<file path="config.mk">
export PLATFORM = sky130hd
export DESIGN_NAME = pm1_reg_block
export DESIGN_NICKNAME = d
export VERILOG_FILES = /design/src/rtl/pm1_pkg.sv /design/src/rtl/pm1_decode.sv /design/src/rtl/pm1_regs.sv /design/src/rtl/pm1_sleep_detect.sv /design/src/rtl/pm1_reg_block.sv
export SDC_FILE = /design/constraint.sdc
export NUM_CORES = 1
export LEC_CHECK = 0
export ABC_AREA = 1
export ABC_CLOCK_PERIOD_IN_PS = 2300
export BUFFER_PORTS_ARGS = -buffer_cell sky130_fd_sc_hd__buf_2
export CORE_ASPECT_RATIO = 0.7
export CORE_MARGIN = 3
export CORE_UTILIZATION = 51
export DETAILED_ROUTE_END_ITERATION = 16
export PLACE_DENSITY = 0.88
export SLEW_MARGIN = 20
export SYNTH_ARGS = -nofsm -noshare
export SYNTH_HDL_FRONTEND = slang
export SYNTH_HIERARCHICAL = 1
export SYNTH_SLANG_ARGS = --single-unit
export TNS_END_PERCENT = 20
</file>
<file path="constraint.sdc">
create_clock -name clk -period 2.3 [get_ports clk]
set_input_delay 0.345 -clock clk [delete_from_list [all_inputs] [get_ports clk]]
set_output_delay 0.345 -clock clk [all_outputs]
set_load 0.005 [all_outputs]
</file>
<file path="src/rtl/pm1_pkg.sv">
package pm1_pkg;
  localparam int REG_W      = 16;
  localparam int LANES      = 4;
  localparam int DW_EVENT   = 0;   // dword index of status/enable
  localparam int DW_CONTROL = 1;   // dword index of control
  localparam int ST_TMR_BIT = 0;
  localparam int ST_GBL_BIT = 5;
  localparam logic [REG_W-1:0] CTRL_RESET = 16'h0001;
  localparam logic [3:0] SOFT_OFF_CMD = 4'b1111; // {sleep enable, sleep type}

  // clear-on-one for the two clearable status flags
  function automatic logic [REG_W-1:0] status_after_w1c(
    input logic [REG_W-1:0] cur, input logic [7:0] lo, input logic lane0);
    logic [REG_W-1:0] kill;
    kill = '0;
    if (lane0) begin
      kill[ST_TMR_BIT] = lo[ST_TMR_BIT];
      kill[ST_GBL_BIT] = lo[ST_GBL_BIT];
    end
    return cur & ~kill;
  endfunction

  // byte merge for a 16-bit register under two lane strobes
  function automatic logic [REG_W-1:0] merge_lanes(
    input logic [REG_W-1:0] cur, input logic [REG_W-1:0] d, input logic [1:0] be);
    logic [REG_W-1:0] r;
    r = cur;
    if (be[0]) r[7:0]  = d[7:0];
    if (be[1]) r[15:8] = d[15:8];
    return r;
  endfunction

  // cmd = control bits 13:10
  function automatic logic is_soft_off(input logic [3:0] cmd);
    return cmd == SOFT_OFF_CMD;
  endfunction

  function automatic logic [31:0] lane_mask(input logic [LANES-1:0] be);
    logic [31:0] m;
    for (int i = 0; i < LANES; i++) m[i*8 +: 8] = {8{be[i]}};
    return m;
  endfunction
endpackage

</file>
<file path="src/rtl/pm1_decode.sv">
module pm1_decode #(
  parameter int ADDR_W = 16,
  parameter logic [ADDR_W-1:0] BASE = 16'h1F40
) (
  input  logic              sel,
  input  logic              we,
  input  logic [ADDR_W-1:0] addr,
  output logic              wr_event,
  output logic              wr_ctl,
  output logic              rd_any,
  output logic              rd_event,
  output logic              rd_ctl
);
  import pm1_pkg::*;
  logic in_win;
  logic [1:0] dw;

  assign in_win   = (addr[ADDR_W-1:4] == BASE[ADDR_W-1:4]) && (addr[1:0] == 2'b00);
  assign dw       = addr[3:2];
  assign wr_event = sel && we  && in_win && (dw == 2'(DW_EVENT));
  assign wr_ctl   = sel && we  && in_win && (dw == 2'(DW_CONTROL));
  assign rd_any   = sel && !we;
  assign rd_event = rd_any && in_win && (dw == 2'(DW_EVENT));
  assign rd_ctl   = rd_any && in_win && (dw == 2'(DW_CONTROL));
endmodule

</file>
<file path="src/rtl/pm1_regs.sv">
module pm1_regs (
  input  logic        clk,
  input  logic        rst_n,
  input  logic        wr_event,
  input  logic        wr_ctl,
  input  logic [3:0]  be,
  input  logic [31:0] wdata,
  output logic [15:0] status_q,
  output logic [15:0] enable_q,
  output logic [15:0] control_q
);
  import pm1_pkg::*;
  logic full_dw;
  assign full_dw = (be == 4'hF);

  always_ff @(posedge clk) begin
    if (!rst_n) begin
      status_q  <= '0;
      enable_q  <= '0;
      control_q <= CTRL_RESET;
    end else begin
      if (wr_event) begin
        if (full_dw) begin
          status_q <= wdata[15:0];
          enable_q <= wdata[31:16];
        end else begin
          status_q <= status_after_w1c(status_q, wdata[7:0], be[0]);
          enable_q <= merge_lanes(enable_q, wdata[31:16], be[3:2]);
        end
      end
      if (wr_ctl) control_q <= merge_lanes(control_q, wdata[15:0], be[1:0]);
    end
  end
endmodule

</file>
<file path="src/rtl/pm1_sleep_detect.sv">
module pm1_sleep_detect (
  input  logic       clk,
  input  logic       rst_n,
  input  logic       wr_ctl,
  input  logic       hi_lane,
  input  logic [3:0] cmd,
  output logic       sleep_hit,
  output logic       shutdown_req
);
  import pm1_pkg::*;
  assign sleep_hit = wr_ctl && hi_lane && is_soft_off(cmd);

  always_ff @(posedge clk) begin
    if (!rst_n) shutdown_req <= 1'b0;
    else        shutdown_req <= sleep_hit;
  end
endmodule

</file>
<file path="src/rtl/pm1_reg_block.sv">
module pm1_reg_block #(
  parameter int ADDR_W = 16,
  parameter logic [ADDR_W-1:0] BASE = 16'h1F40
) (
  input  logic              clk,
  input  logic              rst_n,
  input  logic              io_sel,
  input  logic              io_we,
  input  logic [ADDR_W-1:0] io_addr,
  input  logic [3:0]        io_be,
  input  logic [31:0]       io_wdata,
  output logic [31:0]       io_rdata,
  output logic              shutdown_req
);
  import pm1_pkg::*;
  logic wr_event, wr_ctl, rd_any, rd_event, rd_ctl, sleep_hit;
  logic [15:0] status_q, enable_q, control_q;
  logic [31:0] rd_word;

  pm1_decode #(.ADDR_W(ADDR_W), .BASE(BASE)) u_dec (
    .sel(io_sel), .we(io_we), .addr(io_addr),
    .wr_event(wr_event), .wr_ctl(wr_ctl), .rd_any(rd_any),
    .rd_event(rd_event), .rd_ctl(rd_ctl));

  pm1_regs u_regs (
    .clk(clk), .rst_n(rst_n), .wr_event(wr_event), .wr_ctl(wr_ctl),
    .be(io_be), .wdata(io_wdata),
    .status_q(status_q), .enable_q(enable_q), .control_q(control_q));

  pm1_sleep_detect u_sleep (
    .clk(clk), .rst_n(rst_n), .wr_ctl(wr_ctl), .hi_lane(io_be[1]),
    .cmd(io_wdata[13:10]), .sleep_hit(sleep_hit), .shutdown_req(shutdown_req));

  always_comb begin
    rd_word = '0;
    if (rd_event)    rd_word = {enable_q, status_q};
    else if (rd_ctl) rd_word = {16'h0000, control_q};
  end

  always_ff @(posedge clk) begin
    if (!rst_n)      io_rdata <= '0;
    else if (rd_any) io_rdata <= rd_word & lane_mask(io_be);
  end
endmodule

</file>
==> run summary <==
cell mode on critical path -> nor2_1
cells after synthesis -> 464
post-place setup slack -> 0.3799 ns
Die Span X -> 105.9 um
DRC Markers -> 0
drt first pass iters -> 5
clock tree buffer depth -> 2
Core Area -> 6486 um2
number of gates resized after CTS -> 0
vias in the first global route -> 3160
grt ovf -> 0
setup repair bufs after CTS -> 0
cells along the critical path -> buf_2 -> inv_1 -> nor2_1 -> nand2_1 -> nor2_2 -> nand3_1 -> nor2_2 -> nand2_1 -> inv_1 -> nor2_1 -> nor2_1
largest net degree at the start of global routing -> 37
Slew Limit Fails -> 0
Inserted Diodes -> 0
Crit-path slowest cell -> nor2_2
Syn Std Cell Area -> 3563 um2
H-tree levels -> 3
setup TNS -> 0 ns
Peak supply drop -> 0.0003236 V
Clock Skew -> 0.005148 ns
Slew headroom -> 0.5467
Hold-fix buffers, CTS -> 0
HP Class -> primary input to flip-flop
die area -> 8042 um2
initial antenna violation count -> 0
PD cells -> 582.3 nW/um2
Nets -> 606
Pleak -> 0.001815 uW
hold path depth -> 3
post-DR wirelength/cell -> 13.52 um
WS Path Type -> primary input to flip-flop
Clock Latency Late Sink -> 0.34 ns
layout cells sized above 1 -> 0.2978
total CTS buffers -> 9
FF-to-FF path depth -> 4
Fill cells -> 596
gpl congestion -> 0.8237
Tightest Pin Transition -> 0.6792 ns
placed insts -> 630
via count -> 3287
P_int -> 1832 uW
Die H -> 75.94 um
Worst Hold End -> u_regs/control_q[0]
CTS clock-pin slew for the worst setup and hold paths -> 0.08 ns
Avg Cell Area, Syn -> 7.680 um2
max incr delay on CP -> 0.29 ns
Clock Power Share -> 0.362
Max-Cap Viols -> 0
final WL -> 8721 um
num rows -> 24
combinational power share -> 0.059
final instance area -> 4159 um2
CP Launch Type -> primary input
status -> complete, no violations
R2R Path Start -> u_regs/control_q[1]
final-report setup violation count -> 0
post-route ant nets -> 0
WP data arrival -> 1.85 ns
CTS Root Cell -> clkbuf_8
Global Route Usage Sum -> 0.2182
sw frac -> 0.2436
hpwl dp -> 6291 um
Psw -> 589.8 uW
clock sink count -> 81
CTS tree -> built
FMAX -> 638.8 MHz
WP data required -> 2.58 ns
Layout area overhead -> 16.71%
syn_nets -> 520
flop2flop setup slack -> 1.54 ns
most frequent cells in the layout -> nand2_1 (137), buf_2 (88), dfxtp_1 (81), nor2_1 (76), o21ai_0 (31)
HP Start -> io_wdata[0]
unrepaired setup endpoints after global routing -> no
IO Count -> 89
CP max FO -> 9
Final Hold Fails -> 0
hold_ws -> 0.2296 ns
crit path time final -> 1.565 ns
reg2reg end -> io_rdata[1]
worst setup slack after layout -> 0.7345 ns
starting density of the core -> 0.5494
share of power burned in registers -> 0.578
Crit. End Element -> flip-flop
Finished Layout Cells -> 645
fin crit share -> 0.6806
most common cell after layout, fill and taps aside -> nand2_1
post-placement cell area -> 3999 um2
Iter 0 DRT Violations -> 145
number of vias per cell -> 5.096
I/O Buffers -> 88
first-pass GRT wire length -> 14220 um
Ys Warns -> 6
-- metrics by stage --
step | utilization | power (uW)
floorplan | - | 1501
global placement | 0.6165 | 1570
detailed placement | 0.6165 | 1575
CTS | 0.6412 | 2439
global route | 0.6412 | 2515
finish | 0.6412 | 2422
-- how the worst max path moves through the flow --
stage	start	endpoint	slack, ns	cells past startpoint
4_1_cts	io_addr[12]	u_regs/enable_q[10]	0.75	11
3_3_place_gp	io_we	io_rdata[30]	0.49	9
3_5_place_dp	io_addr[12]	u_regs/enable_q[10]	0.38	11
2_1_floorplan	io_addr[5]	io_rdata[6]	0.85	12
5_1_grt	io_addr[12]	u_regs/enable_q[8]	0.54	11
6_report	io_addr[12]	u_regs/enable_q[13]	0.73	11
-- worst max-delay path, delay by kind of cell --
kind / cells / cell delay [ns]
buffers and inverters: 3 / 0.38
AND/OR/NAND/NOR: 8 / 1.11
-- flip-flops by register name (all words and copies together), names as in the netlist --
| register | cells |
|---|---|
| io_rdata | 32 |
| u_regs/control_q | 16 |
| u_regs/enable_q | 16 |
| u_regs/status_q | 16 |
| u_sleep/shutdown_req | 1 |
-- layer usage --
metal | vias to the layer above | global-route usage | wire length [um]
met5 | - | 0 | 0
met3 | 15 | 0.05942 | 647
met1 | 1497 | 0.2765 | 3914
met4 | 0 | 0.08150 | 112
met2 | 130 | 0.3562 | 4047
li1 | 1645 | - | -
-- final cells by class --
class / instances / area (um2) / area share
Clock buffer: 9 / 123.9 / 0.02978
Sequential cell: 81 / 1622 / 0.3899
Tap cell: 91 / 113.9 / 0.02738
Multi-Input combinational cell: 339 / 1677 / 0.4031
Clock inverter: 6 / 36.28 / 0.008724
Timing Repair Buffer: 94 / 485.5 / 0.1167
Inverter: 25 / 101.3 / 0.02437
-- power groups by stage --
stage	registers, uW	clock network, uW	logic [uW]
2_1_floorplan	1430	0	67.1
4_1_cts	1400	897	142
6_report	1400	878	143
5_1_grt	1400	958	156
3_3_place_gp	1430	0	136
3_5_place_dp	1430	0	142
(Power assumes the default switching activity.)
